$ cat src/rtl/dtu_pkg.sv
package dtu_pkg;
    typedef enum logic [1:0] {
        CH_IDLE_LOW   = 2'd0,
        CH_RISE_GAP   = 2'd1,
        CH_DRIVE_HIGH = 2'd2,
        CH_FALL_GAP   = 2'd3
    } ch_state_e;

    typedef enum logic [1:0] {
        FA_NONE     = 2'd0,
        FA_INACTIVE = 2'd1,
        FA_CLEAR    = 2'd2,
        FA_TRISTATE = 2'd3
    } fault_act_e;

    localparam int NSRC       = 4;
    localparam int SRC_LOCKUP = 0;
    localparam int SRC_DEBUG  = 1;
    localparam int SRC_EXT0   = 2;
    localparam int SRC_EXT1   = 3;
endpackage

$ cat src/rtl/dtu_prescaler.sv
module dtu_prescaler #(
    parameter int PS_MAX = 10,
    parameter int SEL_W  = 4
) (
    input  logic             clk,
    input  logic             rst_n,
    input  logic [SEL_W-1:0] sel,
    output logic             tick
);
    localparam int CNT_W = (PS_MAX > 0) ? PS_MAX : 1;

    logic [CNT_W-1:0] pcnt;
    logic [CNT_W-1:0] limit;
    logic [SEL_W-1:0] eff;

    always_comb begin
        eff   = (sel > SEL_W'(PS_MAX)) ? SEL_W'(PS_MAX) : sel;
        limit = CNT_W'((32'd1 << eff) - 32'd1);
        tick  = (pcnt >= limit);
    end

    always_ff @(posedge clk or negedge rst_n) begin
        if (!rst_n) pcnt <= '0;
        else        pcnt <= tick ? '0 : pcnt + CNT_W'(1);
    end
endmodule

$ cat src/rtl/dtu_chan.sv
module dtu_chan
    import dtu_pkg::*;
#(
    parameter int DT_W = 8
) (
    input  logic            clk,
    input  logic            rst_n,
    input  logic            tick,
    input  logic            drive,
    input  logic [DT_W-1:0] rise_gap,
    input  logic [DT_W-1:0] fall_gap,
    output logic            p_act,
    output logic            n_act
);
    ch_state_e       state, state_nx;
    logic [DT_W-1:0] cnt, cnt_nx;

    always_ff @(posedge clk or negedge rst_n) begin
        if (!rst_n) begin
            state <= CH_IDLE_LOW;
            cnt   <= '0;
        end else begin
            state <= state_nx;
            cnt   <= cnt_nx;
        end
    end

    always_comb begin
        state_nx = state;
        cnt_nx   = cnt;
        unique case (state)
            CH_IDLE_LOW: if (drive) begin
                if (rise_gap == '0) state_nx = CH_DRIVE_HIGH;
                else begin
                    state_nx = CH_RISE_GAP;
                    cnt_nx   = rise_gap;
                end
            end
            CH_RISE_GAP: begin
                if (!drive) state_nx = CH_IDLE_LOW;
                else if (tick) begin
                    if (cnt == DT_W'(1)) state_nx = CH_DRIVE_HIGH;
                    else                 cnt_nx   = cnt - DT_W'(1);
                end
            end
            CH_DRIVE_HIGH: if (!drive) begin
                if (fall_gap == '0) state_nx = CH_IDLE_LOW;
                else begin
                    state_nx = CH_FALL_GAP;
                    cnt_nx   = fall_gap;
                end
            end
            CH_FALL_GAP: begin
                if (drive) state_nx = CH_DRIVE_HIGH;
                else if (tick) begin
                    if (cnt == DT_W'(1)) state_nx = CH_IDLE_LOW;
                    else                 cnt_nx   = cnt - DT_W'(1);
                end
            end
        endcase
    end

    always_comb begin
        unique case (state)
            CH_IDLE_LOW:   begin p_act = 1'b0; n_act = 1'b1; end
            CH_DRIVE_HIGH: begin p_act = 1'b1; n_act = 1'b0; end
            CH_RISE_GAP,
            CH_FALL_GAP:   begin p_act = 1'b0; n_act = 1'b0; end
        endcase
    end
endmodule

$ cat src/rtl/dtu_fault.sv
module dtu_fault
    import dtu_pkg::*;
(
    input  logic            clk,
    input  logic            rst_n,
    input  logic [NSRC-1:0] src,
    input  logic [NSRC-1:0] src_en,
    input  logic            clr_we,
    input  logic [NSRC-1:0] clr_mask,
    input  logic            auto_restart,
    output logic [NSRC-1:0] flags
);
    logic            dbg_q;
    logic [NSRC-1:0] flags_nx;

    always_comb begin
        flags_nx = (flags & ~(clr_we ? clr_mask : '0)) | (src & src_en);
        if (auto_restart && dbg_q && !src[SRC_DEBUG]) flags_nx[SRC_DEBUG] = 1'b0;
    end

    always_ff @(posedge clk or negedge rst_n) begin
        if (!rst_n) begin
            flags <= '0;
            dbg_q <= 1'b0;
        end else begin
            flags <= flags_nx;
            dbg_q <= src[SRC_DEBUG];
        end
    end
endmodule

$ cat src/rtl/dtu_top.sv
module dtu_top
    import dtu_pkg::*;
#(
    parameter int               NCH        = 3,
    parameter int               DT_W       = 8,
    parameter int               PS_MAX     = 10,
    parameter int               KEY_W      = 16,
    parameter logic [KEY_W-1:0] LOCK_KEY   = 16'hA5E1,
    parameter logic [KEY_W-1:0] UNLOCK_KEY = 16'h1E5A
) (
    input  logic                         clk,
    input  logic                         rst_n,
    input  logic [NCH-1:0]               pwm_in,
    input  logic                         alt_in,
    input  logic                         cfg_we,
    input  logic [$clog2(PS_MAX+1)-1:0]  cfg_presc,
    input  logic [DT_W-1:0]              cfg_rise,
    input  logic [DT_W-1:0]              cfg_fall,
    input  logic                         cfg_act_low,
    input  logic                         cfg_cinv,
    input  logic                         cfg_alt_sel,
    input  logic [2*NCH-1:0]             cfg_oen,
    input  logic [3:0]                   cfg_src_en,
    input  logic [1:0]                   cfg_fault_act,
    input  logic                         cfg_auto_restart,
    input  logic                         key_we,
    input  logic [KEY_W-1:0]             key_val,
    input  logic                         core_lockup,
    input  logic                         dbg_halt,
    input  logic [1:0]                   ext_fault,
    input  logic                         flag_clr_we,
    input  logic [3:0]                   flag_clr_mask,
    output logic [2*NCH-1:0]             pin_o,
    output logic [2*NCH-1:0]             pin_oe,
    output logic [3:0]                   fault_flags
);
    localparam int SEL_W = $clog2(PS_MAX + 1);
    localparam int NOUT  = 2 * NCH;
    localparam logic [NOUT-1:0] OEN_RESET = NOUT'(1) | (NOUT'(1) << NCH);

    logic [SEL_W-1:0] presc_q;
    logic [DT_W-1:0]  rise_q, fall_q;
    logic             act_low_q, cinv_q, alt_q, auto_q, locked_q;
    logic [NOUT-1:0]  oen_q;
    logic [NSRC-1:0]  src_en_q;
    fault_act_e       act_q;

    always_ff @(posedge clk or negedge rst_n) begin
        if (!rst_n) begin
            presc_q   <= '0;
            rise_q    <= '0;
            fall_q    <= '0;
            act_low_q <= 1'b0;
            cinv_q    <= 1'b0;
            alt_q     <= 1'b0;
            oen_q     <= OEN_RESET;
            src_en_q  <= NSRC'(4'b0011);
            act_q     <= FA_INACTIVE;
            auto_q    <= 1'b0;
        end else if (cfg_we && !locked_q) begin
            presc_q   <= cfg_presc;
            rise_q    <= cfg_rise;
            fall_q    <= cfg_fall;
            act_low_q <= cfg_act_low;
            cinv_q    <= cfg_cinv;
            alt_q     <= cfg_alt_sel;
            oen_q     <= cfg_oen;
            src_en_q  <= cfg_src_en;
            act_q     <= fault_act_e'(cfg_fault_act);
            auto_q    <= cfg_auto_restart;
        end
    end

    always_ff @(posedge clk or negedge rst_n) begin
        if (!rst_n)                                locked_q <= 1'b0;
        else if (key_we && key_val == LOCK_KEY)    locked_q <= 1'b1;
        else if (key_we && key_val == UNLOCK_KEY)  locked_q <= 1'b0;
    end

    logic tick;
    dtu_prescaler #(.PS_MAX(PS_MAX), .SEL_W(SEL_W)) u_presc (
        .clk(clk), .rst_n(rst_n), .sel(presc_q), .tick(tick)
    );

    logic [NCH-1:0] drive, p_act, n_act;
    for (genvar g = 0; g < NCH; g++) begin : g_ch
        if (g == 0) begin : g_alt
            assign drive[g] = alt_q ? alt_in : pwm_in[g];
        end else begin : g_plain
            assign drive[g] = pwm_in[g];
        end
        dtu_chan #(.DT_W(DT_W)) u_chan (
            .clk(clk), .rst_n(rst_n), .tick(tick), .drive(drive[g]),
            .rise_gap(rise_q), .fall_gap(fall_q),
            .p_act(p_act[g]), .n_act(n_act[g])
        );
    end

    dtu_fault u_fault (
        .clk(clk), .rst_n(rst_n),
        .src({ext_fault[1], ext_fault[0], dbg_halt, core_lockup}),
        .src_en(src_en_q), .clr_we(flag_clr_we), .clr_mask(flag_clr_mask),
        .auto_restart(auto_q), .flags(fault_flags)
    );

    // Fault forcing sits after the channel state machines, which keep running.
    logic force_idle, force_zero, force_off;
    always_comb begin
        force_idle = 1'b0;
        force_zero = 1'b0;
        force_off  = 1'b0;
        unique case (act_q)
            FA_NONE:     ;
            FA_INACTIVE: force_idle = |fault_flags;
            FA_CLEAR:    force_zero = |fault_flags;
            FA_TRISTATE: force_off  = |fault_flags;
        endcase
    end

    always_comb begin
        for (int i = 0; i < NCH; i++) begin
            logic pr, nr, pv, nv, ep, en;
            pr = p_act[i] & ~force_idle;
            nr = n_act[i] & ~force_idle;
            pv = (pr ^ act_low_q) & ~force_zero;
            nv = (nr ^ act_low_q ^ cinv_q) & ~force_zero;
            ep = oen_q[i] & ~force_off;
            en = oen_q[i+NCH] & ~force_off;
            pin_o[i]      = pv & ep;
            pin_o[i+NCH]  = nv & en;
            pin_oe[i]     = ep;
            pin_oe[i+NCH] = en;
        end
    end
endmodule

$ cat config.mk
export PLATFORM = sky130hd
export DESIGN_NAME = dtu_top
export DESIGN_NICKNAME = d
export VERILOG_FILES = /design/src/rtl/dtu_pkg.sv /design/src/rtl/dtu_prescaler.sv /design/src/rtl/dtu_chan.sv /design/src/rtl/dtu_fault.sv /design/src/rtl/dtu_top.sv
export SDC_FILE = /design/constraint.sdc
export NUM_CORES = 1
export LEC_CHECK = 0
export ABC_CLOCK_PERIOD_IN_PS = 3720
export BUFFER_PORTS_ARGS = -buffer_cell sky130_fd_sc_hd__buf_2
export CORE_MARGIN = 4
export CORE_UTILIZATION = 45
export CTS_CLUSTER_DIAMETER = 60
export DETAILED_ROUTE_END_ITERATION = 12
export GPL_TIMING_DRIVEN = 0
export PLACE_DENSITY = 0.7
export SKIP_CTS_REPAIR_TIMING = 1
export SLEW_MARGIN = 40
export SYNTH_ARGS = -nofsm -noshare
export SYNTH_HDL_FRONTEND = slang
export SYNTH_HIERARCHICAL = 1
export SYNTH_SLANG_ARGS = --single-unit
$ cat constraint.sdc
create_clock -name clk -period 3.72 [get_ports clk]
set_input_delay 0.93 -clock clk [delete_from_list [all_inputs] [get_ports clk]]
set_output_delay 0.93 -clock clk [all_outputs]
set_load 0.01 [all_outputs]
==> results_dict.tcl <==
set metrics [dict create \
    grt_pass1_vias 4991 \
    synth_top_family_by_area "simple AND/OR/NAND/NOR gates" \
    clk_latency_ns 0.34 \
    yosys.area_share.simple 0.260 \
    ys.flop_type "dfrtp_1" \
    die_area_sq_um 14300 \
    via_per_inst 6.03 \
    endpoint_kind "flip-flop" \
    fp.dieH_um 120 \
    hpwlAfterDp_um 10800 \
    worstMarginPinSlew_ns 0.981 \
    slew_headroom 0.329 \
    drive_gt1_frac 0.318 \
    finalSetupTns_ns 0 \
    avgSynthCellArea_sq_um 9.95 \
    final-hold-violation-count 0 \
    route.vias.total 5073 \
    leakage_nw 2.79 \
    p_total_mw 4.63 \
    diodes 0 \
    cp.buffers_inverters 0 \
    start_util 0.464 \
    wl_per_cell_um 18.1 \
    crit_top_cell "or2_4" \
    drc 0 \
    synth_nets 652 \
    clockBufferDepth 2 \
    grt_setup_unrepaired "true" \
    ys_warn_count 6 \
    synth_xor_area_frac 0.0263 \
    worstSetupPathType "flip-flop to flip-flop" \
    finalCriticalPeriod_ns 3.65 \
    synth_compound_area_frac 0.177 \
    cts_sinks 82 \
    hp-class "primary input to async pin" \
    cts_tree "done" \
    seq_area_frac_synth 0.366 \
    cp.arrival_ns 3.89 \
    cts.clk_slew.worst_paths_ns 0.06 \
    crit_required_ns 3.96 \
    first_iter_violations 392 \
    synth.distinct_cells 65 \
    gr-usage-all-layers 0.209 \
    peakVddDrop_mv 0.331 \
    cts_root_buf "clkbuf_16" \
    synth_area_sq_um 5620 \
    cp-start-kind "flip-flop" \
    crit_family "simple AND/OR/NAND/NOR gates" \
    globalplace.congestion 0.928 \
    max_freq_mhz 274 \
    skew_ns 0.00693 \
    crit_path_max_incr_delay_ns 0.43 \
    synthArstFlopShare 1.00 \
    wirelength_um 15200 \
    muxShareOfSynthArea 0.0908 \
    finalMaxSlewViolations 0 \
    grt_max_degree 51 \
    syn2layout_area_growth_pct 21.5 \
    ant_nets 0 \
    synth_seq_cells 82 \
    cts_htree_levels 3 \
    status "completed" \
    core_area_sq_um 12100 \
    io_buffer_count 84 \
    crit_chain "or2_4 > or3_4 > ha_4 > nor3_2 > a21o_1 > a32oi_1 > ha_2 > nand4_1 > o31ai_2 > or2_4 > nand2_1 > a21oi_4 > o21a_4 > nor3_1 > nor4_1" \
    fin_crit_sh 0.980 \
    antenna_found_initial 0 \
    synth_cells 565 \
    critical_path.max_fanout 8 \
    drv_cap 0 \
    io_pins 85 \
    numCtsBuffers 9 \
    synth-edff-count 0 \
    overflow 0 \
    fin_nets 755 \
    synth_fa_ha_area_frac 0.0401 \
    num_rows 40 \
    die_x_um 120 \
    grt_pass1_wl_um 24400 \
    p_per_area_nw_per_um2 678 \
    drt_pass1_iterations 5 \
    critical_path.slowest_cell "dfrtp_2" \
    setup_viol 0 \
]
-- cells in the mapped netlist, types with 12 or more instances --
cell type	number	area share
nor4_1	16	0.018
o21ai_1	17	0.015
a2111oi_0	12	0.019
nand3_1	23	0.020
nor3_2	12	0.021
mux2_1	27	0.054
and2_1	12	0.013
nand2_1	20	0.013
nor3_1	43	0.038
ha_1	18	0.040
o21ai_0	15	0.013
nor2_1	12	0.0080
inv_1	14	0.0093
dfrtp_1	77	0.34
a21oi_1	35	0.031
mux2_2	13	0.026
-- cell usage in the layout, fill, tap and decap left out, drive strengths merged, types with 9 or more instances in the layout --
cell     count
mux2        40
nor2        12
clkbuf      20
inv         14
a2111oi     12
a22oi        9
ha          18
nor4        29
and2        18
buf        102
nor3        55
a21oi       39
nand2       20
dfrtp       77
o21ai       38
o21a        10
nand3       23
xor2         9
-- routing by layer --
layer	vias to the layer above	track usage	wire length, um	part of all wire
met5	-	0	0	0
met4	0	0.0709	315	0.021
met3	38	0.0396	786	0.052
met2	189	0.358	7680	0.51
met1	2466	0.265	6420	0.42
li1	2380	-	-	-
-- final cells by class --
| type | instances | area, sq um |
|---|---|---|
| sequential | 82 | 2060 |
| multi-input combinational | 444 | 3510 |
| tap | 168 | 210 |
| fill | 1102 | 5280 |
| inverter | 20 | 75.1 |
| clock inverter | 5 | 77.6 |
| timing repair buffer | 92 | 507 |
| buffer | 19 | 150 |
| clock buffer | 11 | 243 |
-- state kept, by name, summed over array words and instances, names as in the netlist --
signal	flops
rise_q	8
act_q	2
g_ch.u_chan/state	6
u_presc/pcnt	10
g_ch.u_chan/cnt	24
u_fault/dbg_q	1
locked_q	1
alt_q	1
act_low_q	1
oen_q	6
presc_q	4
u_fault/flags	4
fall_q	8
src_en_q	4
auto_q	1
cinv_q	1
-- final timing paths --
check | cells past startpoint | end | from | slack, ns
worst min register to register | 3 | u_fault/flags[1] | u_fault/dbg_q | 0.49
worst min-delay path | 1 | presc_q[3] | rst_n | 0.47
min in group clk | 3 | u_fault/flags[1] | u_fault/dbg_q | 0.49
max in group asynchronous | 2 | act_q[0] | rst_n | 2.63
worst max-delay path | 15 | g_ch[2].u_chan/cnt[5] | presc_q[0] | 0.07
worst max register to register | 15 | g_ch[2].u_chan/cnt[5] | presc_q[0] | 0.07
-- report_power, final --
part           total (mW)  switching [mW]  leakage, nW  internal (mW)
combinational        2.12            1.19         1.66          0.931
sequential           1.55           0.396        0.973           1.15
clock               0.966           0.362        0.156          0.604
-- cell families (layout without fill, tap and decap cells) --
logic type      after synthesis  in the layout
simple gates                216            216
compound gates              148            148
flops                        82             82
mux                          46             46
buf+inv                      39            147
fa+ha+maj                    18             18
xor+xnor                     16             16
-- through the flow --
stage,utilization,area [sq um],setup slack (ns),hold WS (ns),cells
after global placement,0.516,6250,-0.0510,0.474,817
after floorplan,-,5620,0.354,0.458,565
after global routing,0.564,6830,-0.125,0.487,841
final,0.564,6830,0.0738,0.474,841
after detailed placement,0.519,6280,-0.179,0.476,818
after CTS,0.545,6610,-0.214,0.480,834
No activity file was read; power rests on OpenSTA's default activity.
